$ cat src/rtl/pwm_pair_pkg.sv
package pwm_pair_pkg;

    localparam int unsigned CNT_W  = 16;
    localparam int unsigned PRE_W  = 8;
    localparam int unsigned DIVM_W = 4;
    localparam int unsigned DATA_W = 2 * CNT_W;

    // Per-channel settings as seen by a channel engine
    typedef struct packed {
        logic             act_hi;
        logic [PRE_W-1:0] pre;
        logic [CNT_W-1:0] ent;
        logic [CNT_W-1:0] act;
    } chan_cfg_t;

endpackage

$ cat src/rtl/pwm_pair_regs.sv
module pwm_pair_regs
    import pwm_pair_pkg::*;
#(
    parameter int unsigned NCH    = 2,
    parameter int unsigned ADDR_W = 3
) (
    input  logic                  clk,
    input  logic                  rst_n,
    input  logic                  wr_en,
    input  logic [ADDR_W-1:0]     addr,
    input  logic [DATA_W-1:0]     wdata,
    output logic                  src_sel,
    output logic [DIVM_W-1:0]     div_m,
    output logic [NCH-1:0]        en,
    output logic [NCH-1:0]        gate,
    output logic [NCH-1:0]        byp,
    output chan_cfg_t [NCH-1:0]   cfg,
    output logic [DATA_W-1:0]     rdata
);

    typedef struct packed {
        logic                 src;
        logic [DIVM_W-1:0]    divm;
        logic [NCH-1:0]       en;
        logic [NCH-1:0]       gate;
        logic [NCH-1:0]       byp;
        chan_cfg_t [NCH-1:0]  ch;
        logic [DATA_W-1:0]    rdata;
    } regs_t;

    regs_t r_d, r_q;

    always_comb begin
        r_d       = r_q;
        // read path: registered view of the addressed register
        r_d.rdata = '0;
        if (addr == ADDR_W'(0)) begin
            r_d.rdata = DATA_W'({r_q.divm, r_q.src});
        end
        if (addr == ADDR_W'(1)) begin
            r_d.rdata = DATA_W'({r_q.byp, r_q.gate, r_q.en});
        end
        for (int c = 0; c < NCH; c++) begin
            if (addr == ADDR_W'(2 + 2 * c)) begin
                r_d.rdata = DATA_W'({r_q.ch[c].act_hi, r_q.ch[c].pre});
            end
            if (addr == ADDR_W'(3 + 2 * c)) begin
                r_d.rdata = {r_q.ch[c].act, r_q.ch[c].ent};
            end
        end
        // write path
        if (wr_en) begin
            if (addr == ADDR_W'(0)) begin
                r_d.src  = wdata[0];
                r_d.divm = wdata[DIVM_W:1];
            end
            if (addr == ADDR_W'(1)) begin
                r_d.en   = wdata[NCH-1:0];
                r_d.gate = wdata[2*NCH-1:NCH];
                r_d.byp  = wdata[3*NCH-1:2*NCH];
            end
            for (int c = 0; c < NCH; c++) begin
                if (addr == ADDR_W'(2 + 2 * c)) begin
                    r_d.ch[c].pre    = wdata[PRE_W-1:0];
                    r_d.ch[c].act_hi = wdata[PRE_W];
                end
                if (addr == ADDR_W'(3 + 2 * c)) begin
                    r_d.ch[c].ent = wdata[CNT_W-1:0];
                    r_d.ch[c].act = wdata[DATA_W-1:CNT_W];
                end
            end
        end
    end

    always_ff @(posedge clk) begin
        if (!rst_n) begin
            r_q <= '0;
        end else begin
            r_q <= r_d;
        end
    end

    assign src_sel = r_q.src;
    assign div_m   = r_q.divm;
    assign en      = r_q.en;
    assign gate    = r_q.gate;
    assign byp     = r_q.byp;
    assign cfg     = r_q.ch;
    assign rdata   = r_q.rdata;

    // a run-control write is visible on the control outputs one edge later
    p_ctrl_write_lands_r11: assert property (@(posedge clk) disable iff (!rst_n)
        (wr_en && addr == ADDR_W'(1)) |=> (en == $past(wdata[NCH-1:0])));

endmodule

$ cat src/rtl/pwm_pair_div.sv
module pwm_pair_div
    import pwm_pair_pkg::*;
#(
    parameter int unsigned MAX_DIVM = 8
) (
    input  logic              clk,
    input  logic              rst_n,
    input  logic              osc_tick,
    input  logic              bus_tick,
    input  logic              src_sel,
    input  logic [DIVM_W-1:0] div_m,
    input  logic              active,
    output logic              div_tick,
    output logic              div_lvl
);

    localparam int unsigned CB = (MAX_DIVM > 0) ? MAX_DIVM : 1;

    typedef struct packed {
        logic [CB-1:0] cnt;
        logic          lvl;
    } div_t;

    div_t        d_d, d_q;
    logic        src_tick;
    logic [CB-1:0] mask;
    int unsigned m_eff;

    always_comb begin
        m_eff    = (32'(div_m) > MAX_DIVM) ? MAX_DIVM : 32'(div_m);
        mask     = CB'((32'd1 << m_eff) - 32'd1);
        src_tick = src_sel ? bus_tick : osc_tick;
        div_tick = active && src_tick && (d_q.cnt >= mask);
        d_d      = d_q;
        if (!active) begin
            d_d.cnt = '0;
            d_d.lvl = 1'b0;
        end else if (src_tick) begin
            if (d_q.cnt >= mask) begin
                d_d.cnt = '0;
                d_d.lvl = ~d_q.lvl;
            end else begin
                d_d.cnt = d_q.cnt + 1'b1;
            end
        end
    end

    always_ff @(posedge clk) begin
        if (!rst_n) begin
            d_q <= '0;
        end else begin
            d_q <= d_d;
        end
    end

    assign div_lvl = d_q.lvl;

    // an idle pair restarts its divider from zero
    p_idle_divider_r2: assert property (@(posedge clk) disable iff (!rst_n)
        !active |=> (d_q.cnt == '0 && !d_q.lvl));

    // the bypass square wave flips on every divided tick
    p_lvl_flips_r9: assert property (@(posedge clk) disable iff (!rst_n)
        div_tick |=> (d_q.lvl != $past(d_q.lvl)));

endmodule

$ cat src/rtl/pwm_pair_chan.sv
module pwm_pair_chan
    import pwm_pair_pkg::*;
(
    input  logic      clk,
    input  logic      rst_n,
    input  logic      run,
    input  logic      byp,
    input  logic      div_tick,
    input  logic      div_lvl,
    input  chan_cfg_t cfg,
    output logic      pwm_o
);

    typedef struct packed {
        logic [PRE_W-1:0] pre_cnt;
        logic [CNT_W-1:0] per_cnt;
        logic [PRE_W-1:0] cur_pre;
        logic [CNT_W-1:0] cur_ent;
        logic [CNT_W-1:0] cur_act;
    } chan_t;

    chan_t s_d, s_q;
    logic  on_phase;

    always_comb begin
        s_d = s_q;
        if (!run || byp) begin
            // stopped: clear counters and take shadow values at once
            s_d.pre_cnt = '0;
            s_d.per_cnt = '0;
            s_d.cur_pre = cfg.pre;
            s_d.cur_ent = cfg.ent;
            s_d.cur_act = cfg.act;
        end else if (div_tick) begin
            if (s_q.pre_cnt >= s_q.cur_pre) begin
                s_d.pre_cnt = '0;
                if (s_q.per_cnt >= s_q.cur_ent) begin
                    // period boundary: shadow values become live
                    s_d.per_cnt = '0;
                    s_d.cur_pre = cfg.pre;
                    s_d.cur_ent = cfg.ent;
                    s_d.cur_act = cfg.act;
                end else begin
                    s_d.per_cnt = s_q.per_cnt + 1'b1;
                end
            end else begin
                s_d.pre_cnt = s_q.pre_cnt + 1'b1;
            end
        end
    end

    always_ff @(posedge clk) begin
        if (!rst_n) begin
            s_q <= '0;
        end else begin
            s_q <= s_d;
        end
    end

    always_comb begin
        on_phase = s_q.per_cnt < s_q.cur_act;
        if (!run) begin
            pwm_o = ~cfg.act_hi;
        end else if (byp) begin
            pwm_o = div_lvl;
        end else begin
            pwm_o = cfg.act_hi ? on_phase : ~on_phase;
        end
    end

    // the period counter never passes the live period length
    p_cnt_in_period_r4: assert property (@(posedge clk) disable iff (!rst_n)
        (run && !byp) |-> (s_q.per_cnt <= s_q.cur_ent));

    // without a divided tick the period counter holds
    p_hold_no_tick_r3: assert property (@(posedge clk) disable iff (!rst_n)
        (run && !byp && !div_tick) |=> $stable(s_q.per_cnt));

    // a stopped channel has cleared counters on the next cycle
    p_idle_clears_r8: assert property (@(posedge clk) disable iff (!rst_n)
        !run |=> (s_q.per_cnt == '0 && s_q.pre_cnt == '0));

    // active count beyond the period length gives a constant active level
    p_full_duty_r5: assert property (@(posedge clk) disable iff (!rst_n)
        (run && !byp && (s_q.cur_act > s_q.cur_ent)) |-> (pwm_o == cfg.act_hi));

    // a zero active count gives a constant inactive level
    p_zero_duty_r6: assert property (@(posedge clk) disable iff (!rst_n)
        (run && !byp && s_q.cur_act == '0) |-> (pwm_o == !cfg.act_hi));

    // live active count changes only at a period boundary while counting
    p_shadow_hold_r10: assert property (@(posedge clk) disable iff (!rst_n)
        (run && !byp && s_q.per_cnt != s_q.cur_ent) |=> $stable(s_q.cur_act));

endmodule

$ cat src/rtl/pwm_pair_top.sv
module pwm_pair_top
    import pwm_pair_pkg::*;
#(
    parameter int unsigned NCH      = 2,
    parameter int unsigned MAX_DIVM = 8,
    localparam int unsigned ADDR_W  = $clog2(2 + 2 * NCH)
) (
    input  logic              clk,
    input  logic              rst_n,
    input  logic              osc_tick,
    input  logic              bus_tick,
    input  logic              reg_we,
    input  logic [ADDR_W-1:0] reg_addr,
    input  logic [DATA_W-1:0] reg_wdata,
    output logic [DATA_W-1:0] reg_rdata,
    output logic [NCH-1:0]    pwm_out
);

    logic                 src_sel;
    logic [DIVM_W-1:0]    div_m;
    logic [NCH-1:0]       en;
    logic [NCH-1:0]       gate;
    logic [NCH-1:0]       byp;
    logic [NCH-1:0]       run;
    chan_cfg_t [NCH-1:0]  cfg;
    logic                 div_tick;
    logic                 div_lvl;

    pwm_pair_regs #(.NCH(NCH), .ADDR_W(ADDR_W)) u_regs (
        .clk     (clk),
        .rst_n   (rst_n),
        .wr_en   (reg_we),
        .addr    (reg_addr),
        .wdata   (reg_wdata),
        .src_sel (src_sel),
        .div_m   (div_m),
        .en      (en),
        .gate    (gate),
        .byp     (byp),
        .cfg     (cfg),
        .rdata   (reg_rdata)
    );

    assign run = en & gate;

    pwm_pair_div #(.MAX_DIVM(MAX_DIVM)) u_div (
        .clk      (clk),
        .rst_n    (rst_n),
        .osc_tick (osc_tick),
        .bus_tick (bus_tick),
        .src_sel  (src_sel),
        .div_m    (div_m),
        .active   (|run),
        .div_tick (div_tick),
        .div_lvl  (div_lvl)
    );

    for (genvar c = 0; c < NCH; c++) begin : g_chan
        pwm_pair_chan u_chan (
            .clk      (clk),
            .rst_n    (rst_n),
            .run      (run[c]),
            .byp      (byp[c]),
            .div_tick (div_tick),
            .div_lvl  (div_lvl),
            .cfg      (cfg[c]),
            .pwm_o    (pwm_out[c])
        );
    end

endmodule

$ cat config.mk
export PLATFORM = sky130hd
export DESIGN_NAME = pwm_pair_top
export DESIGN_NICKNAME = d
export VERILOG_FILES = /design/src/rtl/pwm_pair_pkg.sv /design/src/rtl/pwm_pair_regs.sv /design/src/rtl/pwm_pair_div.sv /design/src/rtl/pwm_pair_chan.sv /design/src/rtl/pwm_pair_top.sv
export SDC_FILE = /design/constraint.sdc
export NUM_CORES = 1
export LEC_CHECK = 0
export BUFFER_PORTS_ARGS = -buffer_cell sky130_fd_sc_hd__buf_2
export CAP_MARGIN = 40
export CORE_MARGIN = 5
export CORE_UTILIZATION = 40
export CTS_CLUSTER_DIAMETER = 120
export DETAILED_ROUTE_END_ITERATION = 16
export GPL_TIMING_DRIVEN = 0
export HOLD_SLACK_MARGIN = 0.05
export PLACE_DENSITY = 0.58
export SETUP_SLACK_MARGIN = 0.4
export SYNTH_ARGS = -nofsm -noshare
export SYNTH_HDL_FRONTEND = slang
export SYNTH_SLANG_ARGS = --single-unit
export TNS_END_PERCENT = 10
$ cat constraint.sdc
create_clock -name clk -period 3.3 [get_ports clk]
set_input_delay 0.66 -clock clk [delete_from_list [all_inputs] [get_ports clk]]
set_output_delay 0.66 -clock clk [all_outputs]
set_load 0.03 [all_outputs]
==> impl_summary.md, run 1 <==
Logic synthesis
In the synthesized netlist the async set-or-reset flop fraction comes to 0. The post-synthesis area per instance is approximately 8.1 sq um. The top flip-flop cell by instance count after synthesis is dfxtp_1. The post-synthesis instance area is between 10000 and 15000 sq um. For this run, the register share of the synthesized area comes to 0.384. After technology mapping, the gate count stands at about 1700. In this run, synthesis inferred 0 flip-flops with an integrated enable. When the netlist entered floorplanning its net count stood at roughly 1800. For this run, the number of Yosys warnings is 0. After synthesis, the netlist uses 61 different library cells.

The number of synthesized register bits is 262.

Global routing
The initial antenna violation count is 1. The number of global-route vias before repair is around 12000. The pin count of the biggest net entering global routing is 15.

The first global-routing pass estimated between 60000 and 70000 um of wire. The residual overflow from global routing is 0. In the global route stage, overall resource usage came out at 0.225.

Timing
The final number of max-transition violations was 0. Of the available clock period, the critical path in the final layout requires 0.987. The highest clock frequency the design can meet is just over 0.3 GHz. Setup repair after global routing could not meet its margin everywhere.

The number of endpoints failing setup at the final stage is 0. Subtracting the final worst setup slack from the clock period gives around 3.3 ns. The clock tree skew after final layout is ~0.0075 ns.

The setup TNS after final layout is 0 ns. The smallest setup slack after layout is 0.0432 ns. The normalized max-slew margin is 0.443.

At the pin with the least slew margin, the transition time is just over 0.8 ns. The total count of hold-check failures in the final report is 0.

Placement
Input and output buffers added on the ports amount to 70. Detailed placement finished with a half-perimeter wire length of 33300 um. The total placed instance area is 14600 sq um. The routability-driven placement congestion ratio is between 0.9 and 1. The pre-CTS setup slack is -0.469 ns.

Outcome
The flow ran to the end, and the final reports show no timing, DRC or antenna violations.

Drt
The antenna violation net count after detailed routing is 0. In the routed design, unresolved DRC markers number 0. The first-pass detailed-route iteration total is 5. The final wirelength is 45300 um. The violation count after the first detailed-routing iteration is between 1000 and 1500.

The via density per instance is 5.76. The per-cell routed wire length is between 15 and 20 um. Across all layers, the routed design uses 13200 vias.

Clock network
The number of buffers between clock root and the deepest sink is 3. TritonCTS built the clock tree. The tree built by TritonCTS fans out to 262 sinks. At the later pin of the worst-skew pair, clock insertion delay measures about 0.56 ns. After clock tree synthesis, the clock-pin slew on the worst setup and hold paths is around 0.060 ns.

The number of buffers created by CTS is 31. CTS placed an instance of clkbuf_16 at the clock tree root. The maximum level of the CTS H-tree is 1.

Run
The number of violations of the max-capacitance limit is 0.

Floorplanning
The number of top-level pins is between 70 and 80. The floorplan step set the die height to slightly below 200 um. The initial utilization of the core area, before any placement, comes to 0.406. The core region area is between 30000 and 40000 sq um. The die width is between 150 and 200 um.

The overall die area is between 30000 and 40000 sq um. The floorplan has between 60 and 70 rows.

Min path
The tightest min-delay check is of the in -> reg type.

Finish
After filler insertion, the fill cell instance count of the layout stands at around 3300. In the final layout, the share of cells above drive strength 1 is 0.153. The most common library cell in the layout ignoring fill and taps is dfxtp_1. The final design instance area without fill is 16600 sq um. The top cell types in the final layout, fill and taps aside, are dfxtp_1 (245), nand2_1 (215), a21oi_1 (134).

For this run, the post-layout net count is between 1500 and 2000. The number of inserted diodes is 0. The layout-stage area growth over the synthesis result is 21.4%.

Critical path
For the worst setup path, the data required time is between 2 and 3 ns. In this run the worst path has a maximum fanout of 2. The worst setup path is captured at a primary output.

By startpoint and endpoint, the worst setup path is classified as reg -> out. The category of the worst setup path launch point is a flop. Data on the critical path arrives at its endpoint at ~2.6 ns.

Power and ir drop
The analysis attributes to cell leakage a power of 0.00556 uW. The overall power consumption is around 7600 uW. Power spread over the standard cell area amounts to 456 nW/um^2. The worst-case IR drop observed on VDD is 388 uV.
==> synth_stat cells, types with 11 or more instances <==
cell	count	area, sq um
dfxtp_1	262	5250
nand2_1	218	818
a21oi_1	142	711
nor2_1	118	443
clkbuf_1	103	387
o21ai_0	103	515
ha_1	92	1150
inv_1	88	330
a31oi_1	83	519
nand3_1	70	350
a22oi_1	41	308
nand4b_1	41	359
o211ai_1	41	308
a22o_1	24	210
xnor2_1	24	210
mux2i_1	21	210
a21o_1	17	128
nand4_1	16	100
nor4_1	15	93.8
buf_1	13	48.8
nor3_1	13	65.1
or3_1	13	81.3
o31ai_1	12	90.1
buf_2	11	55.1
==> registers in the layout (all words and copies together), names as in the netlist <==
name	flops
u_regs.src_sel	1
u_regs.rdata	32
u_regs.gate	2
g_chan.u_chan.s_q	128
u_regs.byp	2
u_regs.cfg	82
u_regs.en	2
u_div.div_lvl	1
u_regs.div_m	4
u_div.d_q	8
==> through the flow <==
| stage | utilization | std cells | hold slack (ns) |
|---|---|---|---|
| CTS | 0.477 | 2278 | 0.339 |
| global route | 0.493 | 2287 | 0.356 |
| finish | 0.493 | 2287 | 0.355 |
| floorplan | - | 1691 | 0.456 |
| global placement | 0.435 | 2209 | 0.481 |
| detailed placement | 0.436 | 2213 | 0.491 |
==> per-layer routing <==
layer | up-vias | global-route usage | routed length [um]
li1 | 6364 | - | -
met5 | - | 0 | 0
met4 | 0 | 0.0587 | 1250
met2 | 410 | 0.365 | 20700
met1 | 6325 | 0.318 | 20900
met3 | 74 | 0.0291 | 2440
==> final cells by class <==
cell class | count | area [sq um] | share of cell area
Clock inverter | 17 | 268 | 0.0161
Inverter | 88 | 330 | 0.0199
Timing Repair Buffer | 94 | 568 | 0.0342
Sequential cell | 262 | 5270 | 0.318
Buffer | 129 | 712 | 0.0429
Multi-Input combinational cell | 1212 | 8040 | 0.485
Tap cell | 448 | 561 | 0.0338
Clock buffer | 37 | 838 | 0.0505
==> critical path, cell delays in order (launching register included) <==
cell	delay, ns
dfxtp_1	0.31
inv_1	0.06
ha_1	0.32
a2111oi_2	0.35
o21ai_1	0.11
a21oi_1	0.15
o21ai_1	0.13
and3b_1	0.19
nor3_2	0.14
buf_4	0.13
buf_4	0.14
==> kinds of logic (layout without fill, tap and decap cells) <==
family                   count (synthesis)  after routing  share of synthesized area
AND/OR/NAND/NOR                        566            566                      0.202
AO/OA/AOI/OAI                          496            496                      0.224
flip-flops                             262            262                      0.384
buffers and inverters                  217            365                     0.0612
adder cells (fa/ha/maj)                 92             92                     0.0842
XOR/XNOR                                30             30                     0.0192
multiplexers                            28             28                     0.0253
==> report_power, final <==
part           internal, uW  leakage (uW)  switching, uW  total (uW)
registers              3200       0.00212           41.8        3240
logic                   176       0.00290            415         591
clock network          2340      0.000540           1390        3720
total                  5710       0.00556           1840        7560
==> final timing paths <==
kind,start,endpoint,slack [ns],depth (start not counted)
setup / recovery,g_chan[1].u_chan.s_q[7],pwm_out[1],0.04,10
hold / removal,reg_wdata[30],u_regs.cfg[14],0.35,3
setup reg to reg,u_regs.div_m[2],g_chan[0].u_chan.s_q[46],0.06,15
hold reg to reg,u_regs.cfg[14],u_regs.cfg[14],0.50,2
==> repair_timing <==
item / in CTS / in global routing
hold buffers: 0 / 0
gates cloned: 1 / 2
gates resized for setup: 57 / 134
endpoints found under the setup margin: 138 / 138
pin swaps: 5 / 72
setup buffers: 10 / 7
Power figures use the tool's default switching activity.
==> run 2, diff against run 1 <==
--- a/config.mk
+++ b/config.mk
@@ -15,7 +15,9 @@
 export HOLD_SLACK_MARGIN = 0.05
 export PLACE_DENSITY = 0.58
 export SETUP_SLACK_MARGIN = 0.4
+export SLEW_MARGIN = 10
 export SYNTH_ARGS = -nofsm -noshare
 export SYNTH_HDL_FRONTEND = slang
+export SYNTH_HIERARCHICAL = 1
 export SYNTH_SLANG_ARGS = --single-unit
 export TNS_END_PERCENT = 10
==> impl_summary.md, run 2 <==
Logic synthesis
The post-synthesis instance area is 12900 sq um (-5.6%). The part of the Yosys area used for sequential elements came to 0.407 (+0.0227). The number of synthesized register bits was 262 (unchanged). The fraction of synthesized cell area taken by the top area cell type is 0.407 (+0.0227).

The post-synthesis area per instance came to 8.46 sq um (+4.7%). The number of distinct library cells after synthesis is 70 (+15%). By area the synthesized netlist is led by dfxtp_1 (41%), ha_1 (8.9%), nand2_1 (8.7%). The number of warning messages in the yosys log is 6 (+6). In the synthesized netlist, the cells that appear most often are nand2_1 (300), dfxtp_1 (262), nand3_1 (100). The share of flip-flops with an asynchronous set or reset after synthesis is 0 (unchanged).

The count of flip-flops with a built-in enable after synthesis was 0 (unchanged). The number of nets in the synthesized netlist was 1657 (-9.1%). The largest total area in the synthesized netlist belongs to dfxtp_1.

The synthesized instance count is 1525 (-9.8%). For this run, the leading register cell type out of synthesis is dfxtp_1. Among all cell types in the netlist, the one instantiated most often is nand2_1.

Global routing
The pin count of the biggest net entering global routing is 15 (unchanged). The wire length of the first global-routing pass was 58000 um (-17%). The initial antenna violation count is 0 (-1). The residual overflow from global routing was 0 (unchanged).

The number of global-route vias before repair is 10800 (-13%). The all-layer global routing usage is 0.199 (-0.0259).

Critical path
The category of the worst setup path launch point is a flop. Walking the worst path, the cells encountered are inv_1 > ha_1 > a21o_1 > a21o_1 > a221o_1 > a31oi_2 > o21ai_2 > mux2_2 > o21ai_2 > buf_6. The delay contributed by the slowest stage of the critical path is 0.33 ns (-0.02 ns). The cell family contributing the most delay on the critical path is compound AO/OA/AOI/OAI gates. The sum of buffers and inverters on the critical path is 2 (-1). The maximum fanout along the worst path is 2 (unchanged).

The slowest stage of the critical path belongs to the cell dfxtp_1. The startpoint-to-endpoint class of the critical path is reg -> out. The critical path data arrival time came to 2.83 ns (+0.23 ns).

The critical path required time is 2.64 ns (about the same). The kind of end point of the critical path is a primary output.

Clock network
The maximum level of the CTS H-tree is 1 (unchanged). The TritonCTS clock tree is done. The CTS clock-pin slew for the worst setup and hold paths is 0.06 ns (about the same).

The buffer type at the clock tree root is clkbuf_16. The number of buffers created by CTS is 29 (-6.5%). The number of buffers between clock root and the deepest sink is 3 (unchanged). The number of sinks handled by clock tree synthesis is 262 (unchanged). The worst-skew pair later-pin latency is 0.55 ns (about the same).

Drt
The remaining design rule violation count was 0 (unchanged). The via density per instance is 5.24 (-9.0%). The antenna violation net count after detailed routing is 0 (unchanged).

The final wirelength is 36700 um (-19%). The total vias in the final route is 10900 (-17%). The violation count after the first detailed-routing iteration came to 590 (-46%). The first-pass detailed-route iteration total is 5 (unchanged).

The per-cell routed wire length is 17.6 um (-11%).

Power and ir drop
The peak ir drop on the vdd network was 353 uV (-8.9%). The power density over the cells is 439 nW/um^2 (-3.6%). The overall power consumption was 6920 uW (-8.4%). The static leakage is 0.00559 uW (+0.47%).

Placement
The count of input and output buffers is 73 (+4.3%). The pre-CTS setup slack is -0.787 ns (-0.318 ns). The count of placed standard cells including taps is 2000 (-9.6%). The routability-driven placement congestion ratio is 0.839 (-7.8%). The placed wire-length estimate after detailed placement is 27200 um (-19%).

Outcome
The final reports fail on setup timing. The flow ran to the end, but the final reports show violations.

Min path
The min-delay analysis places its worst path in the category in -> reg.

Timing
The clock period minus final worst setup slack came to 3.49 ns (+0.233 ns). The number of endpoints failing setup at the final stage came to 106 (+106). The final number of max-transition violations is 0 (unchanged). The total count of hold-check failures in the final report came to 0 (unchanged).

The fraction of the cycle the final worst path needs was 1.06 (+0.0707). The normalized max-slew margin is 0.493 (+0.0493). The transition time at the pin with the least slew margin was 0.755 ns (-0.0740 ns). The clock tree skew after final layout is 0.0147 ns (+0.00712 ns). The smallest setup slack after layout is -0.190 ns (-0.233 ns). The setup TNS after final layout is -9.97 ns (-9.97 ns). Setup repair after global routing could not meet its margin everywhere. The highest clock frequency the design can meet is 0.287 GHz (-6.7%).

Floorplanning
The overall die area is 35900 sq um (-5.3%). The die span in y is 190 um (-2.7%). The number of top-level pins came to 74 (unchanged).

The die width is 190 um (-2.7%). The initial standard-cell utilization of the core is 0.407 (about the same). The core region area came to 31700 sq um (-5.6%). The total number of placement rows is 65 (-3.0%).

Finish
The layout-stage area growth over the synthesis result is 22.2%. The number of nets in the final layout is 1790 (-8.2%). The register with the most flip-flops is g_chan.u_chan/s_q. The number of inserted diodes came to 0 (unchanged). The fraction of final layout cells sized beyond drive strength 1 is 0.192 (+0.0384). In the layout the commonest cells are nand2_1 (296), dfxtp_1 (252), inv_1 (91). The library cell used most frequently in the layout, excluding fill and tap cells, is nand2_1. The count of fill cells added during filler insertion is 3059 (-6.3%). The final standard cell count with taps included and fillers excluded is 2081 (-9.0%). The flip-flop count of the largest register, all copies and words added is 128 (unchanged).

Run
The number of violations of the max-capacitance limit was 0 (unchanged).
==> run 2: cell types whose count changed in the layout (fill, tap and decap cells not counted), sizes merged, moves of 41 or more <==
cell | before | now
a21oi | 142 | 29
a21boi | 0 | 86
nand2 | 218 | 300
a31oi | 83 | 6
clkbuf | 139 | 84
nor2 | 118 | 77
o211ai | 41 | 0
==> run 2: stage by stage <==
stage	hold WS (ns)	util	cell area, sq um
final	0.368	0.497	15800
after global routing	0.354	0.497	15800
after CTS	0.350	0.485	15400
after detailed placement	0.442	0.438	13900
after global placement	0.441	0.438	13900
after floorplan	0.428	-	13000
==> run 2: cell families after synthesis <==
logic type	Yosys count	share of synthesized area
AND/OR/NAND/NOR	616	0.224
AO/OA/AOI/OAI	295	0.160
flip-flops	262	0.407
buffers and inverters	178	0.0608
adder cells (fa/ha/maj)	92	0.0892
XOR/XNOR	51	0.0346
multiplexers	31	0.0247
==> run 2: layer usage <==
| layer | up-vias | global-route usage | wire length (um) |
|---|---|---|---|
| met3 | 47 | 0.0308 | 1890 |
| met2 | 229 | 0.327 | 16800 |
| met1 | 5135 | 0.274 | 17100 |
| met5 | - | 0 | 0 |
| li1 | 5492 | - | - |
| met4 | 0 | 0.0548 | 882 |
==> run 2: report_power, final <==
| group | total [uW] | internal, uW | switching [uW] |
|---|---|---|---|
| clock | 3240 | 1940 | 1300 |
| sequential | 3240 | 3200 | 35.9 |
| combinational | 442 | 172 | 270 |
==> run 2: worst paths after layout <==
path / startpoint / endpoint / slack (ns) / cells past startpoint
hold / removal: reg_wdata[28] / u_regs/cfg[53] / 0.37 / 3
setup / recovery: g_chan[0].u_chan/s_q[13] / pwm_out[0] / -0.19 / 10
setup reg to reg: u_regs/div_m[3] / g_chan[1].u_chan/s_q[11] / -0.17 / 21
hold reg to reg: g_chan[1].u_chan/s_q[34] / g_chan[1].u_chan/s_q[34] / 0.45 / 2
==> run 2: final cells by class <==
type | instances | area (sq um) | area share
clock inverter | 11 | 109 | 0.00691
clock buffer | 41 | 851 | 0.0540
inverter | 92 | 348 | 0.0221
timing repair buffer | 101 | 717 | 0.0455
buffer | 86 | 622 | 0.0395
tap | 402 | 503 | 0.0319
sequential | 262 | 5260 | 0.334
multi-input combinational | 1086 | 7350 | 0.467
==> run 2: timing repair <==
action,in CTS,in global routing
setup endpoints to repair,130,137
hold buffers,0,0
cloned,7,2
endpoints found under the hold margin,0,0
pin swaps,21,19
setup buffers,17,3
gates resized for setup,101,94
==> run 2: worst reg2reg max path, stage by stage, from the launching register on <==
cell       delay [ns]
dfxtp_2          0.33
buf_8            0.13
nor2_4           0.09
nand2_2          0.08
ha_4             0.18
nor3_2           0.09
a21oi_1          0.05
o21a_1           0.21
ha_4             0.27
and3_4           0.19
buf_6            0.10
a221oi_4         0.06
o32ai_4          0.15
and2_4           0.28
buf_6            0.11
a21boi_4         0.23
nand2_4          0.09
o31ai_4          0.25
buf_6            0.20
clkbuf_16        0.15
nand3_1          0.08
o21ai_1          0.09
==> run 3, diff against run 2 <==
--- a/config.mk
+++ b/config.mk
@@ -7,6 +7,7 @@
 export LEC_CHECK = 0
 export BUFFER_PORTS_ARGS = -buffer_cell sky130_fd_sc_hd__buf_2
 export CAP_MARGIN = 40
+export CORE_ASPECT_RATIO = 0.9
 export CORE_MARGIN = 5
 export CORE_UTILIZATION = 40
 export CTS_CLUSTER_DIAMETER = 120
==> impl_summary.md, run 3 (synthesis gave the netlist of run 2 again) <==
Outcome
The run finished, with violations left. The final reports fail on setup timing.

Timing
The normalized max-slew margin is 0.443 (-0.0499). Setup repair after global routing could not meet its margin everywhere. The smallest setup slack after layout is -0.192 ns (-0.00205 ns). The transition time at the pin with the least slew margin came to 0.829 ns (+0.0742 ns).

The worst hold-check slack is 0.360 ns (-0.00750 ns). The final number of max-transition violations came to 0 (unchanged). The fraction of the cycle the final worst path needs is 1.06 (about the same). The highest clock frequency the design can meet was 0.286 GHz (about the same). The clock tree skew after final layout came to 0.0127 ns (-0.00199 ns). The clock period minus final worst setup slack is 3.49 ns (+0.00205 ns). The total count of hold-check failures in the final report was 0 (unchanged).

The number of endpoints failing setup at the final stage came to 109 (+2.8%).

Drt
The violation count after the first detailed-routing iteration is 744 (+26%). The total vias in the final route is 11000 (+1.3%). The via density per instance is 5.26 (+0.37%). The final wirelength is 36900 um (+0.51%). The remaining design rule violation count is 0 (unchanged). The per-cell routed wire length is 17.5 um (-0.40%). The first-pass detailed-route iteration total is 5 (unchanged). The antenna violation net count after detailed routing was 0 (unchanged).

Finish
The fraction of final layout cells sized beyond drive strength 1 is 0.196 (+0.00418). The number of inserted diodes was 0 (unchanged). The library cell used most frequently in the layout, excluding fill and tap cells, is nand2_1.

Compared with the post-synthesis result, the final layout area differs by 23.5%. The final standard cell count with taps included and fillers excluded was 2100 (+0.91%). The footprint of the flip-flops and latches is 5270 sq um (+0.14%). The area occupied by multi-input gates is 7340 sq um (-0.22%).

The library cells used most frequently in the layout, excluding fill and tap cells, are nand2_1 (296), dfxtp_1 (250), inv_1 (91). The flip-flop count of the largest register, all copies and words added is 128 (unchanged). The count of fill cells added during filler insertion came to 3060 (+0.033%). The number of nets in the final layout is 1793 (+0.17%). Ranked by flip-flop count, first place goes to g_chan.u_chan/s_q.

Power and ir drop
The switching share of power is 0.230 (-0.00262). The sequential fraction of design power is 0.445 (-0.023). The peak ir drop on the vdd network is 393 uV (+11%). The overall power consumption is 7280 uW (+5.2%). The static leakage is 0.00567 uW (+1.5%). The proportion of power drawn by combinational gates is 0.061 (-0.003).

The power density over the cells was 457 nW/um^2 (+4.1%). The internal power contribution is 5610 uW (+5.6%). The reported net switching power is 1670 uW (+4.0%).

The portion of total power attributed to the clock network is 0.495 (+0.027).

Floorplanning
The initial standard-cell utilization of the core came to 0.405 (-0.00211). The die span in y is 180 um (-4.9%). The number of top-level pins is 74 (unchanged). The core region area is 31900 sq um (+0.52%). The die width is 199 um (+5.1%). The total number of placement rows is 62 (-4.6%). The overall die area is 35900 sq um (about the same).

Placement
The placed wire-length estimate after detailed placement is 27000 um (-0.68%). The routability-driven placement congestion ratio is 0.867 (+3.3%). The count of input and output buffers came to 73 (unchanged). The count of placed standard cells including taps came to 2014 (+0.70%).

Global routing
The all-layer global routing usage is 0.196 (-0.00274). The pin count of the biggest net entering global routing came to 15 (unchanged). The initial antenna violation count is 1 (+1). The residual overflow from global routing is 0 (unchanged). The wire length of the first global-routing pass is 57100 um (-1.4%). The number of global-route vias before repair came to 10500 (-2.9%).

Clock network
The number of sinks handled by clock tree synthesis came to 262 (unchanged). The number of buffers between clock root and the deepest sink is 3 (unchanged). The TritonCTS clock tree is done.

The worst-skew pair later-pin latency came to 0.55 ns (about the same). The number of buffers created by CTS is 30 (+3.4%). The CTS clock-pin slew for the worst setup and hold paths is 0.06 ns (about the same). The maximum level of the CTS H-tree is 1 (unchanged). The hold-fix buffer count after cts came to 0 (unchanged). In this run the clock root is driven by a clkbuf_16.

Critical path
The critical path required time is 3.74 ns (+1.10 ns). The critical path data arrival time was 3.93 ns (+1.10 ns). STA classifies the critical path endpoint as a flop. The setup path with the least slack is of type reg -> reg. The maximum fanout along the worst path was 5 (+3).

The category of the worst setup path launch point is a flop.

Min path
The kind of path behind the tightest hold check is in -> reg.

Run
The number of violations of the max-capacitance limit is 0 (unchanged).
run 3: cell count changes in the layout (fill, tap and decap cells not counted), moves of 4 or more:
cell and delta:
clkinv_2 -4, clkbuf_16 +4, o21ai_1 -4, o21ai_2 +8
nand3_1 +6, nand3_2 -4
run 3: power groups by stage:
stage | Clock (uW) | Sequential (uW) | Combinational [uW]
final | 3600 | 3240 | 442
after global routing | 3820 | 3240 | 476
after CTS | 3660 | 3240 | 425
after detailed placement | 0 | 3310 | 403
after global placement | 0 | 3310 | 398
after floorplan | 0 | 3300 | 254
run 3: worst max-delay path, stage by stage, from the launching register on:
cell and delay (ns):
dfxtp_2 0.33, clkbuf_8 0.15, nor2_4 0.08, nand2_2 0.08
ha_4 0.17, nor3_2 0.10, a21oi_1 0.06, o21a_1 0.22
ha_4 0.28, and3_4 0.19, buf_6 0.10, a221oi_4 0.05
o32ai_4 0.15, and2_4 0.25, buf_6 0.12, a21boi_4 0.24
nand3_2 0.19, buf_6 0.22, nor3_1 0.20, xnor2_1 0.15
nor2_1 0.05
run 3: final cells by class:
class,count,share of cell area
multi-input cells,1085,0.461
flip-flops and latches,262,0.331
clock buffers,41,0.0548
repair buffers,104,0.0480
plain buffers,86,0.0382
well taps,416,0.0327
inverters,92,0.0217
clock inverters,14,0.0132
run 3: timing repair:
action | CTS | global route
endpoints found under the setup margin | 130 | 136
buffers inserted | 17 | 2
resized for setup | 108 | 88
pin swaps | 23 | 31
gates cloned | 5 | 7
run 3: worst paths after layout:
check,slack [ns],end,cells after the start,from
worst max-delay path,-0.19,g_chan[1].u_chan/s_q[49],20,u_regs/div_m[3]
worst min-delay path,0.36,u_regs/cfg[51],3,reg_wdata[26]
worst max register to register,-0.19,g_chan[1].u_chan/s_q[49],20,u_regs/div_m[3]
worst min register to register,0.45,g_chan[1].u_chan/s_q[1],2,g_chan[1].u_chan/s_q[1]
run 3: metal layers:
metal,global-route usage,part of all wire,vias to the layer above,wire [um]
met5,0,0,-,0
met3,0.0320,0.062,44,2270
met2,0.291,0.41,298,15300
met1,0.301,0.50,5209,18600
li1,-,-,5492,-
met4,0.0394,0.020,0,729
run 3: stage by stage:
step	util	setup TNS [ns]	instance area [sq um]	setup WS, ns
CTS	0.487	-23.56	15500	-0.263
finish	0.500	-13.30	15900	-0.192
global route	0.500	-33.64	15900	-0.353
detailed placement	0.436	-75.77	13900	-0.756
global placement	0.436	-72.26	13900	-0.729
floorplan	-	-3.24	13000	-0.0419
